## config.mk

```make
export PLATFORM = sky130hd
export DESIGN_NAME = xlt2_seq
export DESIGN_NICKNAME = d
export VERILOG_FILES = /design/src/rtl/xlt2_pkg.sv /design/src/rtl/xlt2_mode_dec.sv /design/src/rtl/xlt2_merge.sv /design/src/rtl/xlt2_fault_route.sv /design/src/rtl/xlt2_seq.sv
export SDC_FILE = /design/constraint.sdc
export NUM_CORES = 1
export LEC_CHECK = 0
export CAP_MARGIN = 20
export CORE_AREA = 2 2 240 242
export CTS_CLUSTER_SIZE = 12
export DETAILED_ROUTE_END_ITERATION = 7
export DIE_AREA = 0 0 242 244
export DONT_BUFFER_PORTS = 1
export GPL_ROUTABILITY_DRIVEN = 1
export GPL_TIMING_DRIVEN = 0
export HOLD_SLACK_MARGIN = 0.05
export PLACE_DENSITY_LB_ADDON = 0.08
export SLEW_MARGIN = 30
export SYNTH_ARGS = -nofsm -noshare
export SYNTH_HDL_FRONTEND = slang
export SYNTH_SLANG_ARGS = --single-unit
export TNS_END_PERCENT = 30
```

## constraint.sdc

```tcl
create_clock -name clk -period 3.3 [get_ports clk]
set_clock_uncertainty 0.1 [all_clocks]
set_input_delay 0.66 -clock clk [delete_from_list [all_inputs] [get_ports clk]]
set_output_delay 0.66 -clock clk [all_outputs]
set_load 0.1 [all_outputs]
```

## src/rtl/xlt2_pkg.sv

```systemverilog
package xlt2_pkg;
  typedef enum logic [1:0] {XC_NONE = 2'd0, XC_GUEST = 2'd1, XC_HINST = 2'd2, XC_HDATA = 2'd3} xclass_e;
  typedef enum logic [1:0] {PH_TBL = 2'd0, PH_S1 = 2'd1, PH_S2 = 2'd2} phase_e;
  typedef enum logic [1:0] {ST_IDLE = 2'd0, ST_WREQ = 2'd1, ST_WRSP = 2'd2, ST_FIN = 2'd3} state_e;

  localparam int CB_NOENT  = 0;
  localparam int CB_BADCFG = 1;
  localparam int CB_PROT   = 2;
  localparam int CB_STORE  = 3;
  localparam int CB_TABLE  = 4;

  function automatic logic [2:0] need_of(input logic [1:0] kind);
    case (kind)
      2'd1:    need_of = 3'b010;
      2'd2:    need_of = 3'b100;
      default: need_of = 3'b001;
    endcase
  endfunction
endpackage

```

## src/rtl/xlt2_mode_dec.sv

```systemverilog
module xlt2_mode_dec #(
  parameter int EA_W      = 64,
  parameter int LPID_W    = 12,
  parameter int PID_W     = 20,
  parameter int SZF_W     = 5,
  parameter int ENT_SHIFT = 4,
  parameter int TOP_CLR   = 4
) (
  input  logic [1:0]        kind,
  input  logic              ir_en,
  input  logic              dr_en,
  input  logic              hv,
  input  logic [LPID_W-1:0] lpid,
  input  logic [PID_W-1:0]  pid,
  input  logic [EA_W-1:0]   ea,
  input  logic [EA_W-1:0]   tbl_base,
  input  logic [SZF_W-1:0]  tbl_size,
  input  logic [SZF_W-1:0]  part_size,
  output logic              reloc,
  output logic              real_only,
  output logic              need_s2,
  output logic              bad_cfg,
  output logic              out_of_range,
  output logic [EA_W-1:0]   ea_clr,
  output logic [EA_W-1:0]   entry_addr
);
  localparam int MIN_PART = 5;
  localparam int PAGE_SH  = 12;
  localparam logic [EA_W-1:0] CLR_MASK = {{TOP_CLR{1'b0}}, {(EA_W-TOP_CLR){1'b1}}};

  logic [EA_W-1:0] offset;
  int unsigned     lim_sh;

  always_comb begin
    reloc        = (kind == 2'd2) ? ir_en : dr_en;
    real_only    = !reloc && hv;
    need_s2      = (lpid != '0) || !hv;
    bad_cfg      = part_size < SZF_W'(MIN_PART);
    ea_clr       = ea & CLR_MASK;
    offset       = EA_W'(pid) << ENT_SHIFT;
    lim_sh       = int'(tbl_size) + PAGE_SH;
    out_of_range = |(offset >> lim_sh);
    entry_addr   = tbl_base + offset;
  end
endmodule

```

## src/rtl/xlt2_merge.sv

```systemverilog
module xlt2_merge #(
  parameter int PSZ_W = 6
) (
  input  logic             clk,
  input  logic             rst_n,
  input  logic             init,
  input  logic             upd,
  input  logic [PSZ_W-1:0] psize_in,
  input  logic [2:0]       perm_in,
  output logic [PSZ_W-1:0] psize,
  output logic [2:0]       perm
);
  always_ff @(posedge clk) begin
    if (!rst_n) begin
      psize <= '1;
      perm  <= 3'b111;
    end else if (init) begin
      psize <= '1;
      perm  <= 3'b111;
    end else if (upd) begin
      if (psize_in < psize) psize <= psize_in;
      perm <= perm & perm_in;
    end
  end

  p_psize_min_r7: assert property (@(posedge clk) disable iff (!rst_n)
    (upd && !init) |=> (psize <= $past(psize)) && (psize <= $past(psize_in)));
endmodule

```

## src/rtl/xlt2_fault_route.sv

```systemverilog
module xlt2_fault_route #(
  parameter int EA_W    = 64,
  parameter int CAUSE_W = 8
) (
  input  logic               clk,
  input  logic               rst_n,
  input  logic               load,
  input  xlt2_pkg::xclass_e  cls,
  input  logic [CAUSE_W-1:0] cause,
  input  logic               is_store,
  input  logic [EA_W-1:0]    ea,
  input  logic [EA_W-1:0]    gra,
  output logic [EA_W-1:0]    asdr,
  output logic [CAUSE_W-1:0] hdsisr,
  output logic [EA_W-1:0]    hdar,
  output logic [CAUSE_W-1:0] err
);
  import xlt2_pkg::*;
  localparam logic [CAUSE_W-1:0] STORE_BIT = CAUSE_W'(1) << CB_STORE;

  always_ff @(posedge clk) begin
    if (!rst_n) begin
      asdr   <= '0;
      hdsisr <= '0;
      hdar   <= '0;
      err    <= '0;
    end else if (load) begin
      case (cls)
        XC_GUEST: err <= cause;
        XC_HINST: begin
          asdr <= gra;
          err  <= cause;
        end
        XC_HDATA: begin
          hdsisr <= cause | (is_store ? STORE_BIT : '0);
          hdar   <= ea;
          asdr   <= gra;
          err    <= '0;
        end
        default: ;
      endcase
    end
  end
endmodule

```

## src/rtl/xlt2_seq.sv

```systemverilog
module xlt2_seq #(
  parameter int EA_W    = 64,
  parameter int LPID_W  = 12,
  parameter int PID_W   = 20,
  parameter int PSZ_W   = 6,
  parameter int CAUSE_W = 8
) (
  input  logic               clk,
  input  logic               rst_n,
  input  logic               req_valid,
  output logic               req_ready,
  input  logic [1:0]         req_kind,
  input  logic [EA_W-1:0]    req_ea,
  input  logic               ctl_ir,
  input  logic               ctl_dr,
  input  logic               ctl_hv,
  input  logic [LPID_W-1:0]  ctl_lpid,
  input  logic [PID_W-1:0]   ctl_pid,
  input  logic [EA_W-1:0]    ptab_base,
  input  logic [4:0]         ptab_size,
  input  logic [4:0]         part_size,
  output logic               walk_req_valid,
  input  logic               walk_req_ready,
  output logic               walk_req_stage2,
  output logic               walk_req_table,
  output logic [EA_W-1:0]    walk_req_addr,
  output logic [EA_W-1:0]    walk_req_root,
  input  logic               walk_rsp_valid,
  input  logic               walk_rsp_fault,
  input  logic [CAUSE_W-1:0] walk_rsp_cause,
  input  logic [EA_W-1:0]    walk_rsp_addr,
  input  logic [PSZ_W-1:0]   walk_rsp_psize,
  input  logic [2:0]         walk_rsp_perm,
  output logic               done_valid,
  output logic [1:0]         res_class,
  output logic [EA_W-1:0]    res_addr,
  output logic [PSZ_W-1:0]   res_psize,
  output logic [2:0]         res_perm,
  output logic [CAUSE_W-1:0] res_cause,
  output logic [EA_W-1:0]    st_asdr,
  output logic [CAUSE_W-1:0] st_hdsisr,
  output logic [EA_W-1:0]    st_hdar,
  output logic [CAUSE_W-1:0] st_err
);
  import xlt2_pkg::*;

  localparam logic [CAUSE_W-1:0] C_NOENT  = CAUSE_W'(1) << CB_NOENT;
  localparam logic [CAUSE_W-1:0] C_BADCFG = CAUSE_W'(1) << CB_BADCFG;
  localparam logic [CAUSE_W-1:0] C_PROT   = CAUSE_W'(1) << CB_PROT;
  localparam logic [CAUSE_W-1:0] C_TABLE  = CAUSE_W'(1) << CB_TABLE;

  state_e             st_q;
  phase_e             ph_q;
  xclass_e            cls_q;
  logic [1:0]         kind_q;
  logic               need_s2_q;
  logic               store_q;
  logic [EA_W-1:0]    ea_q, eaclr_q, entry_q, gra_q, final_q, fgra_q;
  logic [CAUSE_W-1:0] cause_q;

  logic            d_reloc, d_real, d_need_s2, d_bad, d_oor;
  logic [EA_W-1:0] d_eaclr, d_entry;

  xlt2_mode_dec #(.EA_W(EA_W), .LPID_W(LPID_W), .PID_W(PID_W)) u_dec (
    .kind(req_kind), .ir_en(ctl_ir), .dr_en(ctl_dr), .hv(ctl_hv),
    .lpid(ctl_lpid), .pid(ctl_pid), .ea(req_ea), .tbl_base(ptab_base),
    .tbl_size(ptab_size), .part_size(part_size),
    .reloc(d_reloc), .real_only(d_real), .need_s2(d_need_s2), .bad_cfg(d_bad),
    .out_of_range(d_oor), .ea_clr(d_eaclr), .entry_addr(d_entry)
  );

  logic       accept, rsp_take, grant_ok, stage_ok, merge_upd;
  logic [2:0] need_bits;

  always_comb begin
    accept    = (st_q == ST_IDLE) && req_valid;
    rsp_take  = (st_q == ST_WRSP) && walk_rsp_valid;
    need_bits = (ph_q == PH_TBL) ? 3'b001 : need_of(kind_q);
    grant_ok  = |(walk_rsp_perm & need_bits);
    stage_ok  = !walk_rsp_fault && grant_ok;
    merge_upd = rsp_take && stage_ok && (ph_q != PH_TBL);
  end

  xlt2_merge #(.PSZ_W(PSZ_W)) u_merge (
    .clk(clk), .rst_n(rst_n), .init(accept), .upd(merge_upd),
    .psize_in(walk_rsp_psize), .perm_in(walk_rsp_perm),
    .psize(res_psize), .perm(res_perm)
  );

  xlt2_fault_route #(.EA_W(EA_W), .CAUSE_W(CAUSE_W)) u_route (
    .clk(clk), .rst_n(rst_n), .load(st_q == ST_FIN), .cls(cls_q),
    .cause(cause_q), .is_store(store_q), .ea(ea_q), .gra(fgra_q),
    .asdr(st_asdr), .hdsisr(st_hdsisr), .hdar(st_hdar), .err(st_err)
  );

  always_ff @(posedge clk) begin
    if (!rst_n) begin
      st_q <= ST_IDLE;  ph_q <= PH_S1;  cls_q <= XC_NONE;
      kind_q <= 2'd0;   need_s2_q <= 1'b0; store_q <= 1'b0;
      ea_q <= '0; eaclr_q <= '0; entry_q <= '0; gra_q <= '0;
      final_q <= '0; fgra_q <= '0; cause_q <= '0;
    end else begin
      case (st_q)
        ST_IDLE: if (accept) begin
          ea_q      <= req_ea;
          eaclr_q   <= d_eaclr;
          kind_q    <= req_kind;
          need_s2_q <= d_need_s2;
          entry_q   <= d_entry;
          cls_q     <= XC_NONE;
          cause_q   <= '0;
          store_q   <= 1'b0;
          if (d_real) begin
            final_q <= d_eaclr;
            st_q    <= ST_FIN;
          end else if (d_bad) begin
            cls_q   <= XC_GUEST;
            cause_q <= C_BADCFG;
            st_q    <= ST_FIN;
          end else if (!d_reloc) begin
            gra_q <= d_eaclr;
            ph_q  <= PH_S2;
            st_q  <= ST_WREQ;
          end else if (d_oor) begin
            cls_q   <= XC_GUEST;
            cause_q <= C_NOENT;
            st_q    <= ST_FIN;
          end else begin
            ph_q <= d_need_s2 ? PH_TBL : PH_S1;
            st_q <= ST_WREQ;
          end
        end
        ST_WREQ: if (walk_req_ready) st_q <= ST_WRSP;
        ST_WRSP: if (walk_rsp_valid) begin
          case (ph_q)
            PH_TBL: begin
              if (!stage_ok) begin
                cls_q   <= XC_HDATA;
                cause_q <= (walk_rsp_fault ? walk_rsp_cause : C_PROT) | C_TABLE;
                fgra_q  <= entry_q;
                st_q    <= ST_FIN;
              end else begin
                entry_q <= walk_rsp_addr;
                ph_q    <= PH_S1;
                st_q    <= ST_WREQ;
              end
            end
            PH_S1: begin
              if (!stage_ok) begin
                cls_q   <= XC_GUEST;
                cause_q <= walk_rsp_fault ? walk_rsp_cause : C_PROT;
                st_q    <= ST_FIN;
              end else if (need_s2_q) begin
                gra_q <= walk_rsp_addr;
                ph_q  <= PH_S2;
                st_q  <= ST_WREQ;
              end else begin
                final_q <= walk_rsp_addr;
                st_q    <= ST_FIN;
              end
            end
            default: begin
              if (!stage_ok) begin
                cls_q   <= (kind_q == 2'd2) ? XC_HINST : XC_HDATA;
                cause_q <= walk_rsp_fault ? walk_rsp_cause : C_PROT;
                store_q <= (kind_q == 2'd1);
                fgra_q  <= gra_q;
              end else begin
                final_q <= walk_rsp_addr;
              end
              st_q <= ST_FIN;
            end
          endcase
        end
        default: st_q <= ST_IDLE;
      endcase
    end
  end

  always_comb begin
    req_ready       = (st_q == ST_IDLE);
    walk_req_valid  = (st_q == ST_WREQ);
    walk_req_stage2 = (ph_q != PH_S1);
    walk_req_table  = (ph_q == PH_TBL);
    walk_req_root   = entry_q;
    case (ph_q)
      PH_TBL:  walk_req_addr = entry_q;
      PH_S1:   walk_req_addr = eaclr_q;
      default: walk_req_addr = gra_q;
    endcase
    done_valid = (st_q == ST_FIN);
    res_class  = cls_q;
    res_addr   = final_q;
    res_cause  = cause_q;
  end

  p_done_pulse_r12: assert property (@(posedge clk) disable iff (!rst_n)
    done_valid |=> !done_valid);
  p_status_hold_r12: assert property (@(posedge clk) disable iff (!rst_n)
    !done_valid |=> $stable(st_asdr) && $stable(st_hdsisr) && $stable(st_hdar) && $stable(st_err));
  p_walk_hold_r13: assert property (@(posedge clk) disable iff (!rst_n)
    (walk_req_valid && !walk_req_ready) |=> walk_req_valid && $stable(walk_req_addr) && $stable(walk_req_stage2));
  p_idle_quiet_r13: assert property (@(posedge clk) disable iff (!rst_n)
    req_ready |-> !walk_req_valid && !done_valid);
  p_ok_grant_r8: assert property (@(posedge clk) disable iff (!rst_n)
    (done_valid && res_class == 2'd0) |-> (res_perm & need_of(kind_q)) != 3'b000);
endmodule

```

==> reports/results.ini <==
[finish]
area.sequential_mm2=0.00997
stdcell_count=3712
multiInputGateArea_mm2=0.0120
syn_to_final_growth_pct=17.2
utilization=0.461
nFillCells=5759
finalInstanceArea_mm2=0.0259
fin_nets=3204
drive_gt1_frac=0.123

[sta]
worst_pin_slew_ns=1.06
grt_setup_unrepaired=yes
finalWorstSetupSlack_ns=-0.118
max_freq_ghz=0.293
finalMaxSlewViolations=0
layout_worst_path_cycle_share=1.04
slew_headroom=0.295
setup_viol=3
hold_viol_final=0
finalSetupTns_ns=-0.143
min_period_ns=3.42

[floorplanning]
core_area_mm2=0.0562
initial_utilization=0.393
dieArea_mm2=0.0590
boundaryPins=622
die_w_um=242
die-height_um=244
row_count=87

[yosys]
synth-edff-count=0
ys_warn_count=0
synth_cell_type_count=63
synthCells=2853
ys_ff_latch=491
syn_avg_cell_area_um2=7.75
syn_area_mm2=0.0221
syn-num-nets=3144
async_reset_ff_frac=0
synth-seq-area-share=0.445
yosys_most_used_dff=dfxtp_1

[global_routing]
busiest_layer=met2
grt_pass1_wl_mm=160
grt_use_met1=0.445
antenna_found_initial=15
gr-usage-met2=0.621
track_usage=0.371
grt_util_met3=0.110
grt_max_degree=14
grt_pass1_vias=21900
grt-ovfl-total=0

[routing]
drc_errors=0
finalWirelength_mm=114
ant_nets=0
viasPerCell=6.09
drtIter0Drc=1934
vias=22600
drtPass1Iterations=6
post_drt_wl_per_cell_um=30.7

[setup_path]
path_cells=clkbuf_1 > nand2b_1 > clkbuf_1 > clkbuf_2 > clkbuf_1 > nand3_1 > a311oi_1
path_common_cell=clkbuf_1
startpoint=st_q[0]
worstPathMaxFanout=10
slowest_stage=clkbuf_1
crit_arrival_ns=3.82
slowest_delay_ns=0.69
required_ns=3.70
reg2reg_depth=7
crit_cells=7
end_kind=flop
reg2reg_from=st_q[0]
critPathKind=reg2reg
crit_buf_inv=4
cp-start-kind=flop
crit_family=buffers and inverters

[worst_hold_path]
min-delay-start=req_ea[48]
min_path_type=in2reg
holdPathStages=2

[placement]
placed_cell_area_mm2=0.0239
dp_cells=3612
portBuffers=0
globalplace.congestion=0.946
place_hpwl_mm=89.5

[power_and_ir_drop]
power_density_mw_per_mm2=718
p_total_mw=18.6
p_leak_nw=9.15
ir_drop_mv=0.390

[status]
failed_checks=negative setup slack
outcome=complete, but fails checks

[flow_run]
maxCapViolCount=0

[clock_tree]
cts_buffer_depth=3
clk_pin_slew_ns=0.06
clock_sinks=491
cts.htree.levels=2
clk_latency_ns=0.62
cts_root_buf=clkbuf_16
cts_made_buffers=55
cts_tree=done

[final cells by class]
cell class | instances | area share
Timing Repair Buffer | 3 | 0.00169
Clock inverter | 14 | 0.00502
Inverter | 23 | 0.00333
Buffer | 237 | 0.0397
Tap cell | 756 | 0.0365
Sequential cell | 491 | 0.385
Clock buffer | 85 | 0.0646
Multi-Input combinational cell | 2102 | 0.464
Antenna cell | 1 | 0.0000966
[per-stage QoR]
step	setup WS, ns	hold slack [ns]
finish	-0.118	0.0723
global route	-0.139	0.0628
CTS	0.00364	0.0517
detailed placement	-0.529	0.344
global placement	-1.63	0.339
floorplan	-0.178	0.332
[cell usage after synthesis, types with 3 or more instances]
master / number / area (µm²)
and4_1: 4 / 35.0
nand3_1: 38 / 190
a21boi_0: 3 / 22.5
xnor2_1: 8 / 70.1
buf_1: 13 / 48.8
a311oi_1: 167 / 1460
xor2_1: 31 / 272
nand2b_1: 7 / 43.8
o22ai_1: 18 / 113
o21bai_1: 3 / 22.5
nor2b_1: 9 / 56.3
o21a_1: 13 / 97.6
a211oi_1: 24 / 180
or4_1: 3 / 22.5
ha_1: 28 / 350
a21oi_1: 293 / 1470
o211ai_1: 25 / 188
buf_2: 27 / 135
nor3_1: 27 / 135
or3_1: 11 / 68.8
nor4_1: 4 / 25.0
nand4_1: 19 / 119
o2111ai_1: 19 / 166
clkbuf_1: 195 / 732
o21ai_0: 110 / 551
mux2i_1: 74 / 741
nor2_1: 260 / 976
and3_1: 18 / 113
a21o_1: 9 / 67.6
inv_1: 23 / 86.3
a221oi_1: 11 / 96.3
and2_1: 17 / 106
o211a_1: 10 / 100
nand2_1: 790 / 2970
a211o_1: 3 / 26.3
o221ai_1: 5 / 43.8
a31oi_1: 9 / 56.3
dfxtp_1: 491 / 9830
nand3b_1: 3 / 22.5
[path summary, 6_finish.rpt]
check / end / slack [ns]
hold reg to reg: u_route.hdar[63] / 0.35
setup reg to reg: res_cause[0] / -0.12
hold / removal: ea_q[48] / 0.07
setup / recovery: res_cause[0] / -0.12
[kinds of logic (layout without fill, tap and decap cells)]
kind of cell,Yosys count,count (layout),share of synthesized area
AND/OR/NAND/NOR,1221,1221,0.225
AO/OA/AOI/OAI,739,739,0.218
adder cells (fa/ha/maj),29,29,0.0168
multiplexers,74,74,0.0335
buffers and inverters,260,362,0.0464
flip-flops,491,491,0.445
XOR/XNOR,39,39,0.0155
other,0,1,0
[sequential cells by signal (all words and copies together), names as in the netlist]
signal / cells
ea_q: 64
fgra_q: 64
gra_q: 64
kind_q: 2
need_s2_q: 1
ph_q: 2
res_addr: 64
res_cause: 8
res_class: 2
st_q: 2
store_q: 1
u_merge.perm: 3
u_merge.psize: 6
u_route.asdr: 64
u_route.err: 8
u_route.hdar: 64
u_route.hdsisr: 8
walk_req_root: 64
[worst register-to-register path, stage by stage (launching register included)]
cell	delay [ns]
dfxtp_1	0.39
clkbuf_1	0.47
nand2b_1	0.25
clkbuf_1	0.49
clkbuf_2	0.46
clkbuf_1	0.69
nand3_1	0.17
a311oi_1	0.29
[placed cells by master, fill, tap and decap left out, drive strengths merged, types with 10 or more instances in the layout]
| cell | count |
|---|---|
| o211ai | 26 |
| a211oi | 25 |
| and3 | 18 |
| o22ai | 18 |
| buf | 46 |
| or3 | 11 |
| nor3 | 28 |
| o211a | 10 |
| nor2 | 261 |
| a21oi | 293 |
| mux2i | 74 |
| o2111ai | 19 |
| a221oi | 11 |
| nand2 | 790 |
| a311oi | 167 |
| clkbuf | 279 |
| o21ai | 112 |
| inv | 24 |
| o21a | 13 |
| xor2 | 31 |
| ha | 28 |
| nand4 | 19 |
| and2 | 17 |
| nand3 | 39 |
| dfxtp | 491 |
| clkinv | 10 |
[metal layers]
layer  vias up  part of all wire
met4        14             0.048
met1     11100              0.39
li1      10100                 -
met5         -           0.00073
met3       258             0.097
met2      1162              0.47
[where the power goes]
group          internal (mW)  leakage (nW)  switching [mW]
logic                  0.891          4.22            2.97
registers               6.39          4.04            2.10
clock network           3.62         0.892            2.61
[timing repair]
item	4_1_cts	5_1_grt
cloned	0	0
hold buffers	0	0
hold endpoints to repair	0	0
setup buffers	0	0
endpoints found under the setup margin	229	196
pin swaps	5	0
gates resized for setup	41	26
(Power assumes the default switching activity.)
